<file path="src/rtl/spi_slv_pkg.sv">
package spi_slv_pkg;

   typedef struct packed {
      logic cpol;
      logic cpha;
   } spi_mode_t;

   localparam int unsigned SYNC_MIN = 2;

   function automatic logic lead_edge(input logic cpol, input logic rise, input logic fall);
      return cpol ? fall : rise;
   endfunction

endpackage

</file>
<file path="src/rtl/spi_slv_sync.sv">
module spi_slv_sync #(
   parameter int unsigned WIDTH   = 3,
   parameter int unsigned STAGES  = 2,
   parameter logic [WIDTH-1:0] RST_VAL = '0
) (
   input  logic             clk,
   input  logic             rst_n,
   input  logic [WIDTH-1:0] async_in,
   output logic [WIDTH-1:0] sync_out
);

   logic [WIDTH-1:0] stg [STAGES];

   generate
      for (genvar s = 0; s < STAGES; s++) begin : g_stage
         if (s == 0) begin : g_first
            always_ff @(posedge clk or negedge rst_n) begin
               if (!rst_n) stg[0] <= RST_VAL;
               else        stg[0] <= async_in;
            end
         end else begin : g_next
            always_ff @(posedge clk or negedge rst_n) begin
               if (!rst_n) stg[s] <= RST_VAL;
               else        stg[s] <= stg[s-1];
            end
         end
      end
   endgenerate

   assign sync_out = stg[STAGES-1];

endmodule

</file>
<file path="src/rtl/spi_slv_edge.sv">
module spi_slv_edge
   import spi_slv_pkg::*;
(
   input  logic      clk,
   input  logic      rst_n,
   input  logic      sck_s,
   input  logic      active,
   input  spi_mode_t mode,
   output logic      smp_stb,
   output logic      shf_stb
);

   logic sck_d;
   logic rise, fall, lead, trail;

   always_ff @(posedge clk or negedge rst_n) begin
      if (!rst_n) sck_d <= 1'b0;
      else        sck_d <= sck_s;
   end

   assign rise  = sck_s & ~sck_d;
   assign fall  = ~sck_s & sck_d;
   assign lead  = lead_edge(mode.cpol, rise, fall);
   assign trail = lead_edge(mode.cpol, fall, rise);

   assign smp_stb = active & (mode.cpha ? trail : lead);
   assign shf_stb = active & (mode.cpha ? lead : trail);

endmodule

</file>
<file path="src/rtl/spi_slv_core.sv">
module spi_slv_core
   import spi_slv_pkg::*;
#(
   parameter int unsigned DATA_W    = 8,
   parameter bit          MSB_FIRST = 1'b1
) (
   input  logic              clk,
   input  logic              rst_n,
   input  spi_mode_t         cfg_mode,
   input  logic              ss_s,
   input  logic              mosi_s,
   input  logic              smp_stb,
   input  logic              shf_stb,
   input  logic              tx_load,
   input  logic [DATA_W-1:0] tx_byte,
   output spi_mode_t         mode_q,
   output logic              miso_bit,
   output logic [DATA_W-1:0] rx_byte,
   output logic              rx_done
);

   localparam int unsigned CNT_W = (DATA_W > 2) ? $clog2(DATA_W) : 1;
   localparam logic [CNT_W-1:0] LAST_IDX = CNT_W'(DATA_W - 1);

   logic [DATA_W-1:0] sr;
   logic [DATA_W-1:0] sh_now, sh_pend;
   logic [CNT_W-1:0]  cnt;
   logic              pend;
   logic              smp_bit;

   generate
      if (MSB_FIRST) begin : g_msb
         assign sh_now   = {sr[DATA_W-2:0], mosi_s};
         assign sh_pend  = {sr[DATA_W-2:0], smp_bit};
         assign miso_bit = sr[DATA_W-1];
      end else begin : g_lsb
         assign sh_now   = {mosi_s, sr[DATA_W-1:1]};
         assign sh_pend  = {smp_bit, sr[DATA_W-1:1]};
         assign miso_bit = sr[0];
      end
   endgenerate

   always_ff @(posedge clk or negedge rst_n) begin
      if (!rst_n) begin
         mode_q  <= '0;
         cnt     <= '0;
         pend    <= 1'b0;
         smp_bit <= 1'b0;
         sr      <= '0;
         rx_byte <= '0;
         rx_done <= 1'b0;
      end else begin
         rx_done <= 1'b0;
         if (ss_s) begin
            // deselected: accept configuration and loads, drop any partial byte
            mode_q <= cfg_mode;
            cnt    <= '0;
            pend   <= 1'b0;
            if (tx_load) sr <= tx_byte;
         end else if (smp_stb) begin
            smp_bit <= mosi_s;
            if (cnt == LAST_IDX) begin
               cnt     <= '0;
               rx_done <= 1'b1;
               rx_byte <= sh_now;
               if (mode_q.cpha) begin
                  sr   <= sh_now;
                  pend <= 1'b0;
               end else begin
                  pend <= 1'b1;
               end
            end else begin
               cnt  <= cnt + 1'b1;
               pend <= 1'b1;
            end
         end else if (shf_stb && pend) begin
            sr   <= sh_pend;
            pend <= 1'b0;
         end
      end
   end

endmodule

</file>
<file path="src/rtl/spi_slave_shifter.sv">
module spi_slave_shifter
   import spi_slv_pkg::*;
#(
   parameter int unsigned DATA_W      = 8,
   parameter int unsigned SYNC_STAGES = 2,
   parameter bit          MSB_FIRST   = 1'b1
) (
   input  logic              clk,
   input  logic              rst_n,
   input  logic              cfg_cpol,
   input  logic              cfg_cpha,
   input  logic              tx_load,
   input  logic [DATA_W-1:0] tx_byte,
   input  logic              sck_in,
   input  logic              mosi_in,
   input  logic              ss_n_in,
   output logic              miso_out,
   output logic              miso_oe,
   output logic [DATA_W-1:0] rx_byte,
   output logic              rx_done
);

   generate
      if (DATA_W < 2) begin : g_bad_width
         $error("spi_slave_shifter: DATA_W must be at least 2");
      end
      if (SYNC_STAGES < SYNC_MIN) begin : g_bad_sync
         $error("spi_slave_shifter: SYNC_STAGES must be at least 2");
      end
   endgenerate

   // bit 2 = select, bit 1 = serial clock, bit 0 = data in
   logic [2:0] pins_s;
   logic       ss_s, sck_s, mosi_s;
   logic       smp_stb, shf_stb;
   spi_mode_t  cfg_mode, mode_q;

   assign cfg_mode = '{cpol: cfg_cpol, cpha: cfg_cpha};

   spi_slv_sync #(
      .WIDTH   (3),
      .STAGES  (SYNC_STAGES),
      .RST_VAL (3'b100)
   ) sync_i (
      .clk      (clk),
      .rst_n    (rst_n),
      .async_in ({ss_n_in, sck_in, mosi_in}),
      .sync_out (pins_s)
   );

   assign ss_s   = pins_s[2];
   assign sck_s  = pins_s[1];
   assign mosi_s = pins_s[0];

   spi_slv_edge edge_i (
      .clk     (clk),
      .rst_n   (rst_n),
      .sck_s   (sck_s),
      .active  (~ss_s),
      .mode    (mode_q),
      .smp_stb (smp_stb),
      .shf_stb (shf_stb)
   );

   spi_slv_core #(
      .DATA_W    (DATA_W),
      .MSB_FIRST (MSB_FIRST)
   ) core_i (
      .clk      (clk),
      .rst_n    (rst_n),
      .cfg_mode (cfg_mode),
      .ss_s     (ss_s),
      .mosi_s   (mosi_s),
      .smp_stb  (smp_stb),
      .shf_stb  (shf_stb),
      .tx_load  (tx_load),
      .tx_byte  (tx_byte),
      .mode_q   (mode_q),
      .miso_bit (miso_out),
      .rx_byte  (rx_byte),
      .rx_done  (rx_done)
   );

   assign miso_oe = ~ss_s;

endmodule

</file>
<file path="config.mk">
export PLATFORM = sky130hd
export DESIGN_NAME = spi_slave_shifter
export DESIGN_NICKNAME = d
export VERILOG_FILES = /design/src/rtl/spi_slv_pkg.sv /design/src/rtl/spi_slv_sync.sv /design/src/rtl/spi_slv_edge.sv /design/src/rtl/spi_slv_core.sv /design/src/rtl/spi_slave_shifter.sv
export SDC_FILE = /design/constraint.sdc
export NUM_CORES = 1
export LEC_CHECK = 0
export ABC_AREA = 1
export BUFFER_PORTS_ARGS = -buffer_cell sky130_fd_sc_hd__buf_2
export CAP_MARGIN = 20
export CORE_ASPECT_RATIO = 2
export CORE_MARGIN = 3
export CORE_UTILIZATION = 35
export CTS_CLUSTER_SIZE = 8
export DETAILED_ROUTE_END_ITERATION = 8
export PLACE_DENSITY = 0.63
export SLEW_MARGIN = 15
export SYNTH_ARGS = -nofsm -noshare
export SYNTH_HDL_FRONTEND = slang
export SYNTH_SLANG_ARGS = --single-unit
</file>
<file path="constraint.sdc">
create_clock -name clk -period 1.7 [get_ports clk]
set_input_delay 0.085 -clock clk [delete_from_list [all_inputs] [get_ports clk]]
set_output_delay 0.085 -clock clk [all_outputs]
set_load 0.02 [all_outputs]
</file>
==> impl_summary.md, run 1 <==
Status
The flow ran to the end, and the final reports show no timing, DRC or antenna violations.

Finish
The number of antenna diodes in the final layout is 0. At the end of the flow, the number of nets in the layout was approximately 190. The final instance area is 1710 um^2. Relative to the synthesized area, the layout overhead comes to 21.9%. In the final layout, the share of cells above drive strength 1 is 0.378.

Detailed routing
After detailed routing, the number of vias per cell comes to about 4.5. The first TritonRoute pass finished after 4 iterations. Dividing the detail-routed wire length by the instance count gives ~11 um. For this run, design rule violations remaining after detail routing come to 0. The total wirelength of the detailed-routed design is around 2500 um. Across all layers, the routed design uses around 1000 vias. The residual antenna-violating net count after detailed routing is 0.

The number of violations reported at the end of detailed-routing iteration 0 is 17.

Setup path
The data required time at the worst endpoint is roughly 1900 ps. The top fanout value on the critical path is 16. The launching instance or port of the critical path is edge_i.sck_d. The reg-to-reg critical path startpoint is edge_i.sck_d. Traced cell by cell, the critical path runs through inv_1, nand3_1, nand3_2, nand2_4, nor2_4, nand2_4, nand3_4, inv_1, nand2_1, nand2_1. The delay of the slowest cell on the worst path is about 400 ps. The worst setup path is of the flip-flop to flip-flop kind. STA classifies the critical path startpoint as a flip-flop. The sort of element at the end of the critical path is a flip-flop. The highest-delay cell along the critical path is sky130_fd_sc_hd__dfrtp_1. The critical path arrival is approximately 1700 ps.

Die
The initialized floorplan defines 31 standard-cell rows. In this run the count of I/O pins placed on the die edge is 27. The width of the chip is slightly above 50 um. The height of the chip is roughly 95 um. The floorplan step defined a die boundary enclosing 4840 um^2.

The initial cell density of the core is 0.376. The floorplan step defined a core boundary enclosing roughly 3700 um^2.

Logic synthesis
Dividing the synthesized area by the synthesized cell count gives between 10 and 15 um^2. The post-synthesis instance total is 137. The post-synthesis cell type with the largest combined area is sky130_fd_sc_hd__dfrtp_1. Yosys printed 0 warnings. Of the synthesized area, sequential elements account for 0.556. The synthesized netlist occupies a cell area of about 1400 um^2. By area the synthesized netlist is led by sky130_fd_sc_hd__dfrtp_1 (52%), sky130_fd_sc_hd__o21ai_2 (9.4%), sky130_fd_sc_hd__nand2_1 (8.3%).

Synthesis inferred 31 register bits. The number of different library cells used by synthesis comes to 22. The net count after synthesis is 155. The share of synthesized area in the top cell type comes to 0.518.

Global routing
The initial antenna violation count is 0. The global-route wire length before repair is approximately 4500 um. The via count of the first global-routing pass is 1029.

The pin count of the biggest net entering global routing is 32. Across every metal layer, demand over resource in global routing totals 0.125. After global routing the overflow that remains totals 0.

Timing
Setup violations remaining at the end of the flow were counted as 0. Setup total negative slack on the finished layout was measured at 0 ps. The worst hold slack is 9.91 ps. The final-report hold violation count is 0.

For the pin with the worst max-slew slack, the measured transition is around 680 ps. Setup repair after global routing left no endpoint under its margin. Of the available clock period, the critical path in the final layout requires 0.906. The worst-case headroom to the max-slew limit is 0.549. For the finished layout, the period the worst path requires is between 1500 and 2000 ps.

The clock skew is between 4 and 5 ps. The maximum frequency from static timing analysis is roughly 650 MHz. The final number of max-transition violations is 0.

Clock network
The number of buffers inserted by post-CTS setup repair is 0. The clock tree synthesis step divided the H-tree into 2 levels. The master cell of the clock root buffer is sky130_fd_sc_hd__clkbuf_8. The number of buffers created by CTS is 5. The insertion delay of the later-clocked pin in the worst-skew pair is 280 ps. TritonCTS built the clock tree.

The clock-pin slew on the worst setup and hold paths is around 60 ps. The number of sinks handled by clock tree synthesis is 31. No sink is reached through more buffers than the 2 on the longest clock path.

Run
Max-cap violations in this run came to 0.

Placed design
In this run the cell area measured after placement is roughly 1600 um^2. The global placement routability congestion is between 0.7 and 0.8. The number of port buffers is 26.

Once detailed placement completed, the half-perimeter wirelength came to ~1900 um.

Pwr
The total power of the final layout is approximately 1.8 mW. The static leakage is approximately 0.90 nW. VDD sags by at most 0.658 mV.

In this run the power density over the cells is 1060 nW/um^2.

Min path
In this run the most critical hold path is launched from cfg_cpha. The class of the tightest hold or removal check is input port to flip-flop.
layout by cell type, fill, tap and decap left out:
| cell | n |
|---|---|
| sky130_fd_sc_hd__a22o_2 | 2 |
| sky130_fd_sc_hd__and2_1 | 1 |
| sky130_fd_sc_hd__buf_2 | 26 |
| sky130_fd_sc_hd__buf_4 | 1 |
| sky130_fd_sc_hd__clkbuf_8 | 7 |
| sky130_fd_sc_hd__clkinvlp_4 | 1 |
| sky130_fd_sc_hd__dfrtp_1 | 29 |
| sky130_fd_sc_hd__dfstp_2 | 2 |
| sky130_fd_sc_hd__dlygate4sd3_1 | 4 |
| sky130_fd_sc_hd__ha_1 | 2 |
| sky130_fd_sc_hd__inv_1 | 17 |
| sky130_fd_sc_hd__inv_2 | 1 |
| sky130_fd_sc_hd__nand2_1 | 31 |
| sky130_fd_sc_hd__nand2_2 | 3 |
| sky130_fd_sc_hd__nand2_4 | 3 |
| sky130_fd_sc_hd__nand3_1 | 11 |
| sky130_fd_sc_hd__nand3_2 | 2 |
| sky130_fd_sc_hd__nand3_4 | 1 |
| sky130_fd_sc_hd__nand4_1 | 1 |
| sky130_fd_sc_hd__nor2_1 | 1 |
| sky130_fd_sc_hd__nor2_4 | 1 |
| sky130_fd_sc_hd__o21ai_0 | 9 |
| sky130_fd_sc_hd__o21ai_2 | 15 |
| sky130_fd_sc_hd__o31ai_1 | 1 |
layout make-up:
type                       count  area (um^2)
sequential                    31          778
inverter                      18         67.6
clock inverter                 1         7.51
multi-input combinational     84          518
tap                           49         61.3
fill                         388         2020
timing repair buffer          31          178
clock buffer                   7         96.3
cells in the mapped netlist:
cell and instances:
sky130_fd_sc_hd__buf_6 1, sky130_fd_sc_hd__dfstp_2 2, sky130_fd_sc_hd__ha_1 2, sky130_fd_sc_hd__nand4_1 1
sky130_fd_sc_hd__nor2_1 1, sky130_fd_sc_hd__nand2_1 31, sky130_fd_sc_hd__nor2_4 1, sky130_fd_sc_hd__inv_1 17
sky130_fd_sc_hd__a22o_2 2, sky130_fd_sc_hd__nand2_2 4, sky130_fd_sc_hd__nand2_4 2, sky130_fd_sc_hd__and2_1 1
sky130_fd_sc_hd__nand3_1 11, sky130_fd_sc_hd__dfrtp_1 29, sky130_fd_sc_hd__nand3_2 2, sky130_fd_sc_hd__nand3_4 1
sky130_fd_sc_hd__buf_2 2, sky130_fd_sc_hd__o21ai_2 15, sky130_fd_sc_hd__o21ai_0 9, sky130_fd_sc_hd__o31ai_1 1
sky130_fd_sc_hd__inv_2 1, sky130_fd_sc_hd__buf_12 1
power by group:
group	leakage [nW]	internal [mW]	switching, mW
registers	0.391	0.822	0.0484
clock network	0.0505	0.368	0.267
logic	0.458	0.117	0.194
total	0.900	1.31	0.509
state kept, by name, summed over array words and instances (netlist names):
| register | cells |
|---|---|
| core_i.mode_q | 2 |
| sync_i.sync_out | 3 |
| core_i.rx_done | 1 |
| core_i.smp_bit | 1 |
| sync_i.stg | 3 |
| core_i.pend | 1 |
| edge_i.sck_d | 1 |
| core_i.cnt | 3 |
| core_i.sr | 8 |
| core_i.rx_byte | 8 |
repair_timing:
item	4_1_cts	5_1_grt
gates resized for setup	0	1
setup endpoints to repair	0	2
hold endpoints to repair	32	0
hold buffers	4	0
through the flow:
step	setup WS, ps	utilization	cells
finish	160	0.458	221
global route	3.75	0.458	221
CTS	159	0.457	221
detailed placement	169	0.418	209
global placement	216	0.418	209
floorplan	310	-	137
cell families (layout without fill, tap and decap cells):
group                      Yosys count  in the layout  share of synthesized area
adders and majority gates            2              2                     0.0179
buffers and inverters               22             57                     0.0777
and+or+nand+nor                     55             55                      0.203
DFF                                 31             31                      0.556
AOI/OAI and AO/OA                   27             27                      0.146
critical path: cells and delay by family, from the launching register on:
kind                   cells  cell delay, ps
flip-flops                 1             400
buffers and inverters      2             150
AND/OR/NAND/NOR            8             880
worst paths after layout:
check / cells after the start / slack (ps) / to
max: 10 / 160 / core_i.sr[0]
max in group asynchronous: 2 / 880 / core_i.sr[3]
min: 3 / 10 / core_i.mode_q[0]
min in group asynchronous: 2 / 380 / core_i.mode_q[0]
min reg2reg: 0 / 350 / sync_i.sync_out[0]
max reg2reg: 10 / 160 / core_i.sr[0]
routing by layer:
metal | track usage | up-vias | share of wire
li1 | - | 507 | -
met1 | 0.133 | 461 | 0.40
met2 | 0.211 | 23 | 0.53
met3 | 0.0391 | 5 | 0.045
met4 | 0.0764 | 0 | 0.028
met5 | 0 | - | 0
Note: power is estimated with default switching activity, not from simulation.
==> run 2, diff against run 1 <==
- ABC_AREA: 1 -> not set
==> impl_summary.md, run 2 <==
Logic synthesis
When the netlist entered floorplanning its net count stood at about 110. Synthesis produced 93 cells. Of the synthesized area, sequential elements account for 0.583. During synthesis, Yosys emitted a total of 0 warnings. The leading cell type by number of instances after synthesis is sky130_fd_sc_hd__dfrtp_1. Averaged over all synthesized cells, the footprint is between 10 and 15 um^2. Counting instances in the post-synthesis netlist gives the leading cell types as sky130_fd_sc_hd__dfrtp_1 (29), sky130_fd_sc_hd__mux2_2 (26), sky130_fd_sc_hd__nor2_1 (4). Counting flops and latches in the post-synthesis netlist gives 31. The synthesized design spends more area on one cell type than any other, namely sky130_fd_sc_hd__dfrtp_1.

The prevailing post-synth register cell is sky130_fd_sc_hd__dfrtp_1. By area the synthesized netlist is led by sky130_fd_sc_hd__dfrtp_1 (54%), sky130_fd_sc_hd__mux2_2 (22%), sky130_fd_sc_hd__dfstp_2 (3.9%). The cell area that synthesis handed to floorplanning was approximately 1300 um^2. The number of synthesized flops with an enable pin is 0. Yosys mapped the design onto 26 distinct sky130hd cell types.

The share of synthesized area in the top cell type comes to 0.544. The proportion of synthesized flip-flops having asynchronous set or reset is 1.00.

Global routing
For met1 alone, demand over resource in global routing was 0.137. The most used routing layer is met2. The overall fraction of global-route tracks in use is 0.135. The fraction of met3 tracks used by global routing is 0.0319. The via count of the first global-routing pass came to approximately 940.

The global-route track usage on met2 is 0.244. The initial antenna violation count was 0. The first global-routing pass estimated about 4600 um of wire. For this run the aggregate overflow at the end of global routing stands at 0. Entering global routing, the biggest net connects 32 pins.

Detailed routing
The number of vias in the routed layout is about 900. The first detailed-routing pass ran for 3 iterations. The total wirelength of the detailed-routed design is roughly 2600 um. The residual antenna-violating net count after detailed routing is 0. Using the TritonRoute via totals, the vias-per-cell ratio works out to around 4.8. The number of violations reported at the end of detailed-routing iteration 0 is 7. The remaining routing DRC violations is 0.

The mean routed wirelength per cell is roughly 14 um.

Setup path
The worst register-to-register path has a setup slack of -270 ps. In this run the critical register-to-register path is launched from core_i.cnt[0]. The most critical setup path has its endpoint at core_i.sr[4]. Among all stages on the critical path, the largest delay is contributed by sky130_fd_sc_hd__dfrtp_1. The sort of element at the end of the critical path is a flip-flop. For the worst setup path, the data required time is approximately 1900 ps.

The launching instance or port of the critical path is core_i.cnt[0]. At the worst endpoint, the arrival time is between 2000 and 2500 ps. The worst setup path is of the flip-flop to flip-flop kind. The critical path startpoint category is a flip-flop. The signal on the critical path passes through ha_2, ha_4, or3b_4, a21oi_2, o21ai_2, o211ai_4, mux2_4. On the critical path the largest part of the delay comes from compound AO/OA/AOI/OAI gates.

In this run the worst path has a maximum fanout of 8. The number of cells on the critical path is 7. The worst register-to-register path has a depth of 7. The critical register-to-register path endpoint is core_i.sr[4]. The number of buffers and inverters on the critical path is 0.

On the worst path, the slowest cell contributes a delay of between 300 and 400 ps.

Finish
Relative to the synthesized area, the layout overhead comes to 37.2%. 0 antenna diodes ended up in the layout. In the layout the commonest cells are sky130_fd_sc_hd__dfrtp_1 (29), sky130_fd_sc_hd__buf_2 (26), sky130_fd_sc_hd__mux2_2 (17). After routing the design area is about 1800 um^2. The leading cell type in the layout, fill and taps excluded is sky130_fd_sc_hd__dfrtp_1. The post-layout instance count excluding filler cells is 188. The largest registers in the layout are core_i.rx_byte: 8 flops, core_i.sr: 8 flops. The share of post-route cells with drive strength above 1 is 0.619. The post-layout net count is about 160.

The filler cells instantiated in the layout total around 360.

Die
The initial utilization of the core area, before any placement, comes to 0.366. The height of the chip is between 90 and 100 um. The die is roughly 50 um wide.

The row count is 31. The floorplan step defined a die boundary enclosing approximately 4600 um^2. The core region is 3650 um^2. The number of top-level design ports is 27.

Pwr
The total power of the final layout is roughly 2.0 mW. IR analysis of the VDD net gives a maximum drop of ~0.57 mV. The static leakage is between 0.9 and 1 nW.

The power density over cell area is between 1000 and 1500 nW/um^2.

Placed design
The cell count after placement is 175. Routability-driven placement finished with a final weighted congestion of around 0.89. Once placement finished, the instance area stood at approximately 1600 um^2. The number of port buffers is 26. Detailed placement finished with a half-perimeter wire length of a little under 2000 um.

Timing
The final number of max-transition violations is 0. The final clock period utilization by the worst path is 1.16. Derived from the worst setup path, the maximum achievable clock frequency is roughly 500 MHz. The final period demand of the worst path is 1970 ps. Setup repair after global routing could not meet its margin everywhere. Setup violations remaining at the end of the flow were counted as 11.

The transition time of the tightest slew-check pin is 672 ps. The minimum setup slack in the final design is -272 ps. Across all hold checks on the routed design, the worst slack comes to ~37 ps. Between clock sinks in the finished design, the worst skew comes to between 8 and 9 ps. The worst-case headroom to the max-slew limit is 0.552. The final-report hold violation count is 0.

Clock network
The maximum clock path buffer count is 2. The clock tree from TritonCTS is done. The count of H-tree levels built during CTS is 2. The cell sitting at the root of the clock tree is a sky130_fd_sc_hd__clkbuf_8. The number of buffers created by CTS is 5. The clock drives 31 sinks.

The insertion delay of the later-clocked pin in the worst-skew pair is 280 ps. The clock-pin slew on the worst setup and hold paths is roughly 70 ps.

Status
The checks that failed: negative setup slack. The flow ran to the end, but the final reports show violations.

Min path
The worst hold path belongs to the class input port to flip-flop.

Run
The number of maximum-capacitance violations is 0.
-- run 2: changes by cell type after synthesis, sizes merged, moves of 14 or more --
cell and change:
o21ai -21, mux2 +27, nand3 -14, nand2 -34
inv -16
-- run 2: layer usage --
metal / vias to the layer above / part of all wire
met5: - / 0
met4: 0 / 0.029
li1: 418 / -
met1: 450 / 0.38
met2: 20 / 0.55
met3: 8 / 0.040
-- run 2: cell families (layout without fill, tap and decap cells) --
family                     count (synthesis)  after routing  share of synthesized area
xor gates and xnor gates                   1              1                    0.00657
buffers and inverters                      4             50                     0.0122
AOI/OAI and AO/OA                          8              8                     0.0478
adders and majority gates                  2              2                     0.0188
and+or+nand+nor                           17             17                     0.0779
DFF                                       31             31                      0.583
muxes                                     30             30                      0.253
-- run 2: what timing repair did --
item	in CTS	in global routing
endpoints found under the setup margin	16	17
pin swaps	5	5
setup buffers	0	1
cloned	0	0
gates resized for setup	2	5
hold endpoints to repair	32	0
hold buffers	4	0
-- run 2: area by class of cell --
type	instances	area (um^2)	share of cell area
Sequential cell	31	778	0.425
Clock inverter	1	7.51	0.00410
Timing Repair Buffer	40	265	0.145
Inverter	2	7.51	0.00410
Clock buffer	7	96.3	0.0526
Tap cell	49	61.3	0.0335
Multi-Input combinational cell	58	614	0.336
-- run 2: how the worst min path moves through the flow --
stage | startpoint | end | depth (start not counted)
global route | cfg_cpha | core_i.mode_q[0] | 2
CTS | cfg_cpha | core_i.mode_q[0] | 2
finish | cfg_cpha | core_i.mode_q[0] | 2
floorplan | rst_n | core_i.cnt[0] | 0
detailed placement | rst_n | sync_i.stg[3] | 1
global placement | rst_n | sync_i.stg[3] | 1
-- run 2: power by group --
group	switching, mW	internal [mW]
registers	0.0770	0.840
clock network	0.274	0.368
logic	0.146	0.248
total	0.497	1.46
-- run 2: through the flow --
| stage | setup slack (ps) | utilization | TNS (ps) |
|---|---|---|---|
| final | -272 | 0.502 | -2130 |
| after global routing | -338 | 0.502 | -3400 |
| after CTS | -310 | 0.495 | -2430 |
| after detailed placement | -311 | 0.452 | -2860 |
| after global placement | -255 | 0.452 | -2350 |
| after floorplan | -235 | - | -1880 |
==> run 3, diff against run 2 <==
- GPL_TIMING_DRIVEN: not set -> 0
==> impl_summary.md, run 3 (synthesis results as in run 2) <==
Detailed routing
The detail route stage leaves a number of antenna-violating nets equal to 0. The routed via count divided by cell count is around 4.7. The remaining routing DRC violations is 0. Summing over every cut layer, the via total after detailed routing is slightly below 900. The first-pass iteration count of the detailed router is 4. After detailed routing, the average wire length per cell comes to approximately 14 um.

The total wirelength of the detailed-routed design is 2590 um. For this block, the initial DRC count from the detailed router was 9.

Pwr
The total power of the final layout is 1.83 mW. The power density over cell area is 1040 nW/um^2. The largest voltage drop on the vdd net is 0.737 mV. For this design the static power due to leakage is 0.897 nW.

Clock network
The clock tree from TritonCTS is done. The number of sinks handled by clock tree synthesis is 31. At the later pin of the worst-skew pair, clock insertion delay measures between 200 and 300 ps. The clock passes through at most 2 buffers. The cell sitting at the root of the clock tree is a sky130_fd_sc_hd__clkbuf_8. The clock-pin slew on the worst setup and hold paths is around 60 ps.

In this run the number of H-tree levels came out at 2. TritonCTS created 5 clock buffers.

Finish
The post-layout net count is ~150. The area used by multi-input combinational logic is ~620 um^2. After routing the design area is around 1800 um^2. The signed area change from the synthesized netlist to the final layout is 32.6%. The largest registers in the layout are core_i.rx_byte: 8 flops, core_i.sr: 8 flops. In the final layout, the share of cells above drive strength 1 is 0.618.

The number of inserted diodes is 0. Leaving out fill and tap cells, the most frequent cells in the layout are sky130_fd_sc_hd__buf_2 (27), sky130_fd_sc_hd__dfrtp_1 (26), sky130_fd_sc_hd__mux2_2 (18). The filler cells instantiated in the layout total between 300 and 400. The post-layout instance count excluding filler cells is between 150 and 200. The leading cell type in the layout, fill and taps excluded is sky130_fd_sc_hd__buf_2. The sequential cells in the finished layout cover a total of around 780 um^2.

Placed design
The total cell area at the placement stage is around 1600 um^2. After detailed placement, the design holds a cell count of 168. Routability-driven placement finished with a final weighted congestion of 0.706. Input and output buffers added on the ports amount to 26.

The post-DP HPWL is around 1900 um.

Setup path
The signal on the critical path passes through ha_4, ha_4, or3b_1, a21oi_2, o21ai_2, o211ai_4, mux2_4. The most numerous cell type found on the critical path is sky130_fd_sc_hd__ha_4. STA classifies the critical path endpoint as a flip-flop. The worst reg-to-reg setup slack is -350 ps.

The category of the critical setup timing path is flip-flop to flip-flop. Of all nets on the critical path, the largest fanout is 8. Data on the critical path is required at its endpoint by approximately 1900 ps. The critical path startpoint category is a flip-flop. For the worst setup path, the data arrival time is between 2000 and 2500 ps.

On the worst path, the slowest cell contributes a delay of ~440 ps. The slowest stage of the critical path belongs to the cell sky130_fd_sc_hd__dfrtp_2.

Status
The run finished, with violations left. The final reports fail on negative setup slack.

Timing
The worst-case headroom to the max-slew limit is 0.552. Across all setup checks in the final design, the least slack found is -350 ps. Setup total negative slack on the finished layout was measured at -2750 ps. The clock arrives with between 2 and 3 ps of skew.

The maximum frequency from static timing analysis is around 500 MHz. The final-report hold violation count came to 0. The final number of max-transition violations came to 0. Setup repair after global routing could not meet its margin everywhere.

The final clock period utilization by the worst path is 1.21. Setup violations remaining at the end of the flow were counted as 8. The final period demand of the worst path is around 2000 ps. For the pin with the worst max-slew slack, the measured transition is 672 ps.

Die
The row count is 31. After floorplanning, the core was sized to cover 3650 um^2. The width of the chip is 49.7 um. The initial cell density of the core is 0.366. The die covers ~4600 um^2. The number of top-level design ports is 27. The height of the chip is 93.3 um.

Min path
The class of the tightest hold or removal check is input port to flip-flop.

Global routing
The first global-routing pass estimated roughly 4400 um of wire. The via count of the first global-routing pass is roughly 970. The total overflow left after global routing is 0. The pin count of the biggest net entering global routing is 32. The initial antenna violation count came to 0. The overall fraction of global-route tracks in use is 0.129.

Run
Max-cap violations in this run came to 0.
[run 3: area by class of cell]
| cell class | count | share of cell area |
|---|---|---|
| Clock buffer | 5 | 0.0389 |
| Tap cell | 49 | 0.0347 |
| Multi-Input combinational cell | 58 | 0.349 |
| Inverter | 2 | 0.00424 |
| Sequential cell | 31 | 0.442 |
| Clock inverter | 3 | 0.00849 |
| Timing Repair Buffer | 35 | 0.117 |
| Buffer | 2 | 0.00566 |
[run 3: through the flow]
stage	hold WS (ps)	util	setup slack, ps
6_report	41.0	0.485	-350
5_1_grt	32.5	0.485	-423
4_1_cts	33.5	0.477	-361
3_5_place_dp	157	0.433	-365
3_3_place_gp	138	0.433	-314
2_1_floorplan	-211	-	-235
[run 3: what timing repair did]
item	CTS	global route
endpoints found under the setup margin	19	16
hold buffers	4	0
pin swaps	1	7
hold endpoints to repair	32	0
buffers inserted	3	2
gates resized for setup	4	4
[run 3: per-layer routing]
| layer | share of wire | up-vias | global-route usage | routed length (um) |
|---|---|---|---|---|
| met5 | 0 | - | 0 | 0 |
| met4 | 0.027 | 0 | 0.0831 | 71 |
| met3 | 0.038 | 8 | 0.0351 | 98 |
| met2 | 0.58 | 17 | 0.225 | 1500 |
| met1 | 0.36 | 435 | 0.132 | 921 |
| li1 | - | 407 | - | - |
[run 3: worst max-delay path: cells and delay by family, from the launching register on]
kind	cells	cell delay, ps
DFF	1	440
muxes	1	340
and+or+nand+nor	1	360
adders and majority gates	2	330
AOI/OAI and AO/OA	3	460
[run 3: path summary, 6_finish.rpt]
path	depth (start not counted)	from	end
setup / recovery	7	core_i.cnt[0]	core_i.sr[5]
hold / removal	2	cfg_cpha	core_i.mode_q[0]
setup reg to reg	7	core_i.cnt[0]	core_i.sr[5]
hold reg to reg	0	sync_i.stg[5]	sync_i.sync_out[2]
max in group asynchronous	2	rst_n	core_i.cnt[0]
min in group asynchronous	2	rst_n	sync_i.stg[3]
[run 3: power by group]
| group | leakage, nW | internal [mW] | switching [mW] |
|---|---|---|---|
| Sequential | 0.386 | 0.841 | 0.0743 |
| Clock | 0.0477 | 0.279 | 0.271 |
| Combinational | 0.464 | 0.226 | 0.139 |
